--- config.mk ---
export PLATFORM = sky130hd
export DESIGN_NAME = bayer_gain_stage
export DESIGN_NICKNAME = d
export VERILOG_FILES = /design/src/rtl/bgs_pkg.sv /design/src/rtl/bgs_ctrl.sv /design/src/rtl/bgs_datapath.sv /design/src/rtl/bayer_gain_stage.sv
export SDC_FILE = /design/constraint.sdc
export NUM_CORES = 1
export LEC_CHECK = 0
export BUFFER_PORTS_ARGS = -buffer_cell sky130_fd_sc_hd__buf_2
export CAP_MARGIN = 30
export CORE_MARGIN = 1
export CORE_UTILIZATION = 64
export DETAILED_ROUTE_END_ITERATION = 8
export PLACE_DENSITY = 0.83
export SLEW_MARGIN = 40
export SYNTH_ARGS = -nofsm -noshare
export SYNTH_HDL_FRONTEND = slang
export SYNTH_SLANG_ARGS = --single-unit
export TNS_END_PERCENT = 1
--- constraint.sdc ---
create_clock -name clk -period 9.4 [get_ports clk]
set_input_delay 1.88 -clock clk [delete_from_list [all_inputs] [get_ports clk]]
set_output_delay 1.88 -clock clk [all_outputs]
set_load 0.02 [all_outputs]
--- src/rtl/bgs_pkg.sv ---
`timescale 1ns/1ps
package bgs_pkg;
  localparam int PIX_W     = 12;
  localparam int GAIN_W    = 16;
  localparam int GAIN_FRAC = 13;
  localparam int NUM_CH    = 4;
  localparam int CH_W      = $clog2(NUM_CH);

  typedef enum logic [CH_W-1:0] {
    CH_RED   = 2'd0,
    CH_GRN_R = 2'd1,
    CH_GRN_B = 2'd2,
    CH_BLUE  = 2'd3
  } bayerCh_e;

  typedef enum logic [1:0] {
    GRP_OFFSET = 2'd0,
    GRP_GAIN   = 2'd1,
    GRP_BLACK  = 2'd2,
    GRP_NONE   = 2'd3
  } cfgGrp_e;

  // strobes handed from control to datapath with each sample
  typedef struct packed {
    logic     valid;
    logic     sol;
    logic     sof;
    bayerCh_e chan;
  } pixTag_t;

  typedef struct packed {
    logic [PIX_W-1:0]  black;
    logic [GAIN_W-1:0] gain;
    logic [PIX_W-1:0]  offset;
  } chanCfg_t;

  function automatic bayerCh_e siteOf(input logic lineOdd, input logic pixOdd);
    return bayerCh_e'({lineOdd, pixOdd});
  endfunction
endpackage

--- src/rtl/bgs_ctrl.sv ---
`timescale 1ns/1ps
module bgs_ctrl
  import bgs_pkg::*;
#(
  parameter int                ADDR_W     = 4,
  parameter int                CHANNELS   = NUM_CH,
  parameter logic [PIX_W-1:0]  OFFSET_RST = 12'd1200,
  parameter logic [GAIN_W-1:0] GAIN_RST   = 16'h2000,
  parameter logic [PIX_W-1:0]  BLACK_RST  = 12'd0
) (
  input  logic              clk,
  input  logic              rstN,
  input  logic              cfgWrEn,
  input  logic [ADDR_W-1:0] cfgAddr,
  input  logic [GAIN_W-1:0] cfgWrData,
  input  logic              inValid,
  input  logic              inSol,
  input  logic              inSof,
  input  logic [PIX_W-1:0]  inPix,
  output pixTag_t           tagOut,
  output logic [PIX_W-1:0]  pixOut,
  output chanCfg_t          cfgOut
);
  localparam int SEL_W = $clog2(CHANNELS);

  logic [PIX_W-1:0]  offsetQ [CHANNELS];
  logic [GAIN_W-1:0] gainQ   [CHANNELS];
  logic [PIX_W-1:0]  blackQ  [CHANNELS];

  cfgGrp_e           wrGrp;
  logic [SEL_W-1:0]  wrCh;
  logic [CHANNELS-1:0] hitOffset, hitGain, hitBlack;

  assign wrGrp = cfgGrp_e'(cfgAddr[ADDR_W-1:SEL_W]);
  assign wrCh  = cfgAddr[SEL_W-1:0];

  // one decode slice per mosaic site
  generate
    for (genvar g = 0; g < CHANNELS; g++) begin : g_dec
      assign hitOffset[g] = cfgWrEn && (wrGrp == GRP_OFFSET) && (wrCh == SEL_W'(g));
      assign hitGain[g]   = cfgWrEn && (wrGrp == GRP_GAIN)   && (wrCh == SEL_W'(g));
      assign hitBlack[g]  = cfgWrEn && (wrGrp == GRP_BLACK)  && (wrCh == SEL_W'(g));
    end
  endgenerate

  always_ff @(posedge clk or negedge rstN) begin
    if (!rstN) begin
      for (int i = 0; i < CHANNELS; i++) begin
        offsetQ[i] <= OFFSET_RST;
        gainQ[i]   <= GAIN_RST;
        blackQ[i]  <= BLACK_RST;
      end
    end else begin
      for (int i = 0; i < CHANNELS; i++) begin
        if (hitOffset[i]) offsetQ[i] <= cfgWrData[PIX_W-1:0];
        if (hitGain[i])   gainQ[i]   <= cfgWrData;
        if (hitBlack[i])  blackQ[i]  <= cfgWrData[PIX_W-1:0];
      end
    end
  end

  // mosaic phase of the sample now at the input
  logic lineOdd, pixOdd;
  logic curLine, curPix;

  always_comb begin
    if (inSof) begin
      curLine = 1'b0;
      curPix  = 1'b0;
    end else if (inSol) begin
      curLine = ~lineOdd;
      curPix  = 1'b0;
    end else begin
      curLine = lineOdd;
      curPix  = ~pixOdd;
    end
  end

  always_ff @(posedge clk or negedge rstN) begin
    if (!rstN) begin
      lineOdd <= 1'b0;
      pixOdd  <= 1'b1;
    end else if (inValid) begin
      lineOdd <= curLine;
      pixOdd  <= curPix;
    end
  end

  always_ff @(posedge clk or negedge rstN) begin
    if (!rstN) begin
      tagOut <= '0;
      pixOut <= '0;
    end else begin
      tagOut.valid <= inValid;
      tagOut.sol   <= inValid && inSol;
      tagOut.sof   <= inValid && inSof;
      tagOut.chan  <= siteOf(curLine, curPix);
      pixOut       <= inPix;
    end
  end

  always_comb begin
    cfgOut.black  = blackQ[tagOut.chan];
    cfgOut.gain   = gainQ[tagOut.chan];
    cfgOut.offset = offsetQ[tagOut.chan];
  end
endmodule

--- src/rtl/bgs_datapath.sv ---
`timescale 1ns/1ps
module bgs_datapath
  import bgs_pkg::*;
#(
  parameter int SCALED_W = PIX_W + GAIN_W - GAIN_FRAC
) (
  input  logic             clk,
  input  logic             rstN,
  input  pixTag_t          tagIn,
  input  logic [PIX_W-1:0] pixIn,
  input  chanCfg_t         cfgIn,
  output logic             outValid,
  output logic             outSol,
  output logic             outSof,
  output logic [PIX_W-1:0] outPix
);
  localparam int PROD_W = PIX_W + GAIN_W;
  localparam int SUM_W  = SCALED_W + 1;
  localparam logic [SUM_W-1:0] PIX_MAX = SUM_W'((1 << PIX_W) - 1);

  logic [PIX_W:0]      diff;
  logic [PIX_W-1:0]    lifted;
  logic [PROD_W-1:0]   prod;
  logic [SCALED_W-1:0] scaled, scaledQ;
  logic [PIX_W-1:0]    offsetQ;
  pixTag_t             tagQ;
  logic [SUM_W-1:0]    sum;

  // stage 1: pedestal removal, clamp at zero, gain with truncation
  always_comb begin
    diff   = {1'b0, pixIn} - {1'b0, cfgIn.black};
    lifted = diff[PIX_W] ? '0 : diff[PIX_W-1:0];
    prod   = PROD_W'(lifted) * PROD_W'(cfgIn.gain);
    scaled = prod[PROD_W-1:GAIN_FRAC];
  end

  always_ff @(posedge clk or negedge rstN) begin
    if (!rstN) begin
      scaledQ <= '0;
      offsetQ <= '0;
      tagQ    <= '0;
    end else begin
      scaledQ <= scaled;
      offsetQ <= cfgIn.offset;
      tagQ    <= tagIn;
    end
  end

  // stage 2: lift and ceiling
  assign sum = SUM_W'(scaledQ) + SUM_W'(offsetQ);

  always_ff @(posedge clk or negedge rstN) begin
    if (!rstN) begin
      outValid <= 1'b0;
      outSol   <= 1'b0;
      outSof   <= 1'b0;
      outPix   <= '0;
    end else begin
      outValid <= tagQ.valid;
      outSol   <= tagQ.sol;
      outSof   <= tagQ.sof;
      outPix   <= (sum > PIX_MAX) ? '1 : sum[PIX_W-1:0];
    end
  end
endmodule

--- src/rtl/bayer_gain_stage.sv ---
`timescale 1ns/1ps
module bayer_gain_stage
  import bgs_pkg::*;
#(
  parameter int ADDR_W = 4
) (
  input  logic              clk,
  input  logic              rstN,
  input  logic              cfgWrEn,
  input  logic [ADDR_W-1:0] cfgAddr,
  input  logic [GAIN_W-1:0] cfgWrData,
  input  logic              inValid,
  input  logic              inSol,
  input  logic              inSof,
  input  logic [PIX_W-1:0]  inPix,
  output logic              outValid,
  output logic              outSol,
  output logic              outSof,
  output logic [PIX_W-1:0]  outPix
);
  pixTag_t          stageTag;
  logic [PIX_W-1:0] stagePix;
  chanCfg_t         stageCfg;

  bgs_ctrl #(.ADDR_W(ADDR_W)) ctrl_i (
    .clk(clk), .rstN(rstN),
    .cfgWrEn(cfgWrEn), .cfgAddr(cfgAddr), .cfgWrData(cfgWrData),
    .inValid(inValid), .inSol(inSol), .inSof(inSof), .inPix(inPix),
    .tagOut(stageTag), .pixOut(stagePix), .cfgOut(stageCfg)
  );

  bgs_datapath dp_i (
    .clk(clk), .rstN(rstN),
    .tagIn(stageTag), .pixIn(stagePix), .cfgIn(stageCfg),
    .outValid(outValid), .outSol(outSol), .outSof(outSof), .outPix(outPix)
  );
endmodule

==> results.yml, run 1 <==
status:
  status: "completed"
route:
  num_vias: 10732
  firstDrtPassIters: 5
  antenna_left: 0
  drc_errors: 0
  drt-initial-drc-count: 706
  wl_per_cell_um: 21.01
  vias_per_cell: 6.053
  routed_wl_um: 37250
sta:
  tns_ns: 0
  post-route-period-util_pct: 90.27
  setup_viol: 0
  worst-slew-pin-transition_ns: 0.8645
  slew_violations: 0
  finalWorstSetupSlack_ns: 0.9150
  grt_setup_unrepaired: "no"
  clock.fmax_mhz: 117.9
  fin_skew_ns: 0.02769
  hold_viol: 0
  slew-limit-headroom_pct: 42.25
  period_needed_ns: 8.485
synth:
  netlist_instances: 1403
  synth.net_count: 1668
  yosysWarnings: 0
  ys.flop_type: "dfrtp_1"
  yosysTopAreaCell: "dfrtp_1"
  synth_common_cells: "dfrtp_1 (203), inv_1 (193), mux2_2 (163)"
  syn_avg_cell_area_sq_um: 11.34
  ys_seq_area_share_pct: 35.39
  synthDominantCellAreaShare_pct: 31.92
  yosysMostFrequentCell: "dfrtp_1"
  async_flop_share_pct: 100.0
  synth_area_leaders: "dfrtp_1 (32%), fa_1 (18%), mux2_2 (12%), ha_1 (6.8%), mux4_2 (5.5%)"
  synth_area_sq_um: 15910
  yosys_register_bits: 224
  yosysUniqueCellTypes: 66
  synth-edff-count: 0
floorplan:
  die_y_um: 159.7
  die_area_sq_um: 25500
  core_sq_um: 24320
  pin_count: 53
  rows: 57
  start_util_pct: 65.44
  die_x_um: 159.7
clock_network:
  numCtsBuffers: 23
  cts_tree: "built"
  ctsResizeCount: 0
  h-tree-depth: 1
  post_cts_buffers: 0
  cts_root_buf: "clkbuf_16"
  path_clk_slew_ns: 0.07
  ctsHoldBuffers: 0
  clock_latency_ns: 0.53
  clockBufferDepth: 3
  cts_num_sinks: 224
setup_path:
  cp.arrival_ns: 8.94
  start_kind: "register"
  crit_start: "ctrl_i.tagOut[1]"
  worstReg2RegStart: "ctrl_i.tagOut[1]"
  endpoint_kind: "register"
  critPathMaxFanout: 28
  worstSetupPathType: "reg2reg"
  critPathRequiredTime_ns: 9.86
  rr_worst_depth: 25
placement:
  dp.final_hpwl_um: 27550
  routabilityCongestion: 0.9733
  preCtsSetupSlack_ns: 1.002
  place_inst: 1731
  numPortBuffers: 52
job:
  maxCapViolCount: 0
min_path:
  hp-class: "reg2reg"
  hp-start: "ctrl_i.tagOut[3]"
  min_path_cells: 0
grt:
  grt_start_max_net_pins: 80
  track_usage_pct: 30.85
  grt_pass1_vias: 11649
  overflow: 0
  grt_pass1_wl_um: 61220
  antenna_found_initial: 0
finish:
  final_cells: 1773
  antenna_cells: 0
  area_growth_syn_to_layout_pct: 8.908
  drive_gt1_share_pct: 24.02
  fillers: 1625
  nets: 1697
==> stage by stage <==
stage	util [%]	hold slack, ns	instance area, sq um
2_1_floorplan	-	0.3312	15910
3_3_place_gp	67.65	0.3344	16450
3_5_place_dp	67.94	0.3379	16520
4_1_cts	71.27	0.3551	17330
5_1_grt	71.27	0.3568	17330
6_report	71.27	0.3516	17330
==> per-layer routing <==
layer | up-vias | track usage (%) | wire length [um]
li1 | 4705 | - | -
met1 | 5451 | 40.98 | 14850
met2 | 462 | 50.79 | 18190
met3 | 114 | 4.753 | 2660
met4 | 0 | 13.64 | 1545
met5 | - | 0 | 0
==> state kept, by name (all words and copies together) (netlist names) <==
name and cells:
dp_i.outSof 1, dp_i.tagQ 3, ctrl_i.pixOut 12, dp_i.offsetQ 12
ctrl_i.gainQ 64, ctrl_i.pixOdd 1, ctrl_i.tagOut 5, dp_i.outSol 1
dp_i.outValid 1, dp_i.scaledQ 15, ctrl_i.offsetQ 48, ctrl_i.lineOdd 1
ctrl_i.blackQ 48, dp_i.outPix 12
==> logic make-up (layout without fill, tap and decap cells) <==
group / after synthesis / count (layout) / synth area share, %
adder cells (fa/ha/maj): 227 / 227 / 24.50
AO/OA/AOI/OAI: 125 / 125 / 5.221
buffers and inverters: 260 / 306 / 6.227
flip-flops: 224 / 224 / 35.39
AND/OR/NAND/NOR: 334 / 334 / 9.891
multiplexers: 204 / 204 / 17.18
XOR/XNOR: 29 / 29 / 1.596
==> final cells by class <==
| cell class | count | area [sq um] | share of cell area [%] |
|---|---|---|---|
| multi-input combinational | 919 | 9301 | 53.67 |
| sequential | 224 | 5634 | 32.51 |
| inverter | 193 | 724.4 | 4.180 |
| clock buffer | 34 | 686.9 | 3.963 |
| timing repair buffer | 71 | 456.7 | 2.635 |
| tap | 324 | 405.4 | 2.339 |
| clock inverter | 8 | 122.6 | 0.7075 |
==> cells in the final DEF (no fill, tap or decap), types with 6 or more instances in the layout <==
master       n
dfrtp_1    201
inv_1      193
mux2_2     163
nand2_1    150
fa_1       141
ha_1        86
nor2_1      51
buf_2       51
mux4_2      39
a21oi_1     34
and3_1      26
o21ai_0     23
clkbuf_16   23
and2_1      22
dfstp_2     21
xnor2_1     19
buf_4       16
nor3_1      14
nand2b_1    13
nor2b_1     13
o21a_1      11
nand3_1     10
xor2_1      10
a21o_1       8
clkbuf_8     7
a211oi_1     6
==> worst max-delay path, cell delays in order (launching register included) <==
cell and delay [ns]:
dfrtp_2 0.65, buf_4 0.44, mux4_2 0.37, inv_1 0.07, ha_1 0.25, nor2_1 0.08
a211oi_1 0.42, nor2_1 0.10, nor3_1 0.27, a31o_2 0.38, and2_1 0.67, nand2_1 0.17
fa_1 0.57, fa_1 0.47, fa_1 0.55, inv_1 0.06, fa_1 0.50, fa_1 0.43
ha_1 0.25, a211o_1 0.23, a21oi_1 0.14, nor2b_1 0.23, a21boi_4 0.10, a221oi_1 0.59
o31a_1 0.28, xnor2_1 0.13
==> path summary, 6_finish.rpt <==
| check | endpoint | slack (ns) |
|---|---|---|
| min | dp_i.tagQ[3] | 0.35 |
| max reg2reg | dp_i.scaledQ[14] | 0.92 |
| max | dp_i.scaledQ[14] | 0.92 |
| min reg2reg | dp_i.tagQ[3] | 0.35 |
| max in group asynchronous | ctrl_i.gainQ[62] | 6.93 |
| min in group asynchronous | ctrl_i.offsetQ[2] | 1.16 |
Power of run 1 is not shown: default switching activity piles up to over one toggle a cycle in this logic, so the estimate is an artifact.
==> run 2: changes to the inputs <==
--- a/config.mk
+++ b/config.mk
@@ -11,6 +11,7 @@
 export CORE_UTILIZATION = 64
 export DETAILED_ROUTE_END_ITERATION = 8
 export PLACE_DENSITY = 0.83
+export REMOVE_ABC_BUFFERS = 1
 export SLEW_MARGIN = 40
 export SYNTH_ARGS = -nofsm -noshare
 export SYNTH_HDL_FRONTEND = slang
==> run 2 against run 1 <==
Die area is the same. Clock skew shrank 0.0067 ns. Non-clock buffer count shrank 3. Cell count shrank 0.28%. Fmax shrank 0.80%. Global-route usage shrank 0.86 points. Count of clock-buffer cells in the layout shrank 8. Critical path type unchanged.
==> results.yml, run 2 (same netlist as run 1, synthesis figures left out) <==
clock_network:
  ctsResizeCount: 0
  cts_num_sinks: 224
  path_clk_slew_ns: 0.06
  h-tree-depth: 1
  cts_root_buf: "clkbuf_16"
  clock_latency_ns: 0.53
  ctsHoldBuffers: 0
  numCtsBuffers: 23
  clockBufferDepth: 3
  cts_tree: "built"
  post_cts_buffers: 0
finish:
  largestRegisters: "ctrl_i.gainQ x64, ctrl_i.blackQ x48, ctrl_i.offsetQ x48"
  largest_reg_flops: 64
  largest_register: "ctrl_i.gainQ"
  final_common_cell: "dfrtp_1"
  layout_common_cells: "dfrtp_1 (201), inv_1 (193), mux2_2 (163), nand2_1 (150), fa_1 (141)"
  nets: 1694
  drive_gt1_share_pct: 24.03
  antenna_cells: 0
  area_growth_syn_to_layout_pct: 8.366
  final_core_util_pct: 70.91
sta:
  hold_viol: 0
  post-route-period-util_pct: 91.00
  grt_setup_unrepaired: "no"
  clock.fmax_mhz: 116.9
  slew-limit-headroom_pct: 46.07
  setup_viol: 0
  period_needed_ns: 8.554
  worst-slew-pin-transition_ns: 0.8062
  tns_ns: 0
  finalWorstSetupSlack_ns: 0.8463
  slew_violations: 0
  fin_skew_ns: 0.02094
setup_path:
  cp.arrival_ns: 9.01
  endpoint_kind: "register"
  rr_worst_depth: 27
  critPathRequiredTime_ns: 9.86
  r2r-end: "dp_i.scaledQ[9]"
  r2r_slack_ns: 0.85
  worstReg2RegStart: "ctrl_i.tagOut[1]"
  worstSetupPathType: "reg2reg"
  crit_start: "ctrl_i.tagOut[1]"
  critPathMaxFanout: 25
  start_kind: "register"
floorplan:
  start_util_pct: 65.44
  die_area_sq_um: 25500
  die_x_um: 159.7
  core_sq_um: 24320
  die_y_um: 159.7
  pin_count: 53
  rows: 57
grt:
  grt_pass1_wl_um: 59240
  antenna_found_initial: 0
  track_usage_pct: 29.98
  overflow: 0
  grt_start_max_net_pins: 99
  grt_pass1_vias: 11350
route:
  num_vias: 10669
  antenna_left: 0
  vias_per_cell: 6.035
  firstDrtPassIters: 6
  routed_wl_um: 36180
  wl_per_cell_um: 20.46
  drt-initial-drc-count: 744
  drc_errors: 0
min_path:
  hp-start: "dp_i.tagQ[4]"
  holdPathEnd: "dp_i.outValid"
  hp-class: "reg2reg"
  min_path_cells: 0
placement:
  routabilityCongestion: 0.9342
  preCtsSetupSlack_ns: 1.100
  numPortBuffers: 52
  dp.final_hpwl_um: 26710
status:
  status: "completed"
job:
  maxCapViolCount: 0
run 2: cell types whose count changed in the layout (fill, tap and decap cells not counted), sizes merged:
cell    change
clkbuf      -8
bufinv      +1
buf         -3
inv         -2
clkinv      +7
run 2: final cells by class:
cell class                 instances  area [sq um]
sequential                       224          5634
timing repair buffer              68         394.1
multi-input combinational        919          9304
clock inverter                    14         176.4
tap                              324         405.4
fill                            1641          7074
inverter                         193         724.4
clock buffer                      26         606.8
run 2: routing by layer:
layer	up-vias	GRT usage [%]	wire length [um]
li1	4699	-	-
met1	5504	39.52	14500
met2	369	50.24	17990
met3	97	4.675	2234
met4	0	12.02	1464
met5	-	0	0
run 2: stage by stage:
step                area (sq um)  hold WS (ns)  instances
finish                     17250        0.3462       1768
global route               17250        0.3605       1768
CTS                        17240        0.3501       1768
detailed placement         16460        0.3362       1728
global placement           16450        0.3349       1728
floorplan                  15650        0.3312       1336
run 2: worst max path at each step:
stage                             to  cells after the start
floorplan           dp_i.scaledQ[12]                     24
global placement    dp_i.scaledQ[12]                     24
detailed placement  dp_i.scaledQ[14]                     24
CTS                  dp_i.scaledQ[9]                     29
global route         dp_i.scaledQ[9]                     27
finish               dp_i.scaledQ[9]                     27
run 2: critical path, cell delays in order (launching register included):
cell and delay [ns]:
dfrtp_2 0.75, mux4_2 0.41, ha_1 0.23, fa_1 0.42, nand2b_1 0.17, a211oi_1 0.38, and2b_1 0.26, o21ai_0 0.23
xor2_1 0.67, and2_1 0.41, nand2_1 0.12, fa_1 0.49, inv_1 0.05, fa_1 0.57, fa_1 0.43, fa_1 0.49
inv_1 0.06, fa_1 0.56, inv_1 0.06, ha_1 0.36, and2_1 0.20, nand2_1 0.08, a311oi_1 0.33, o21ai_0 0.14
nand2_1 0.11, nor2b_1 0.07, o21ai_0 0.24, xor2_1 0.18
Power of run 2 is left out for the same reason.
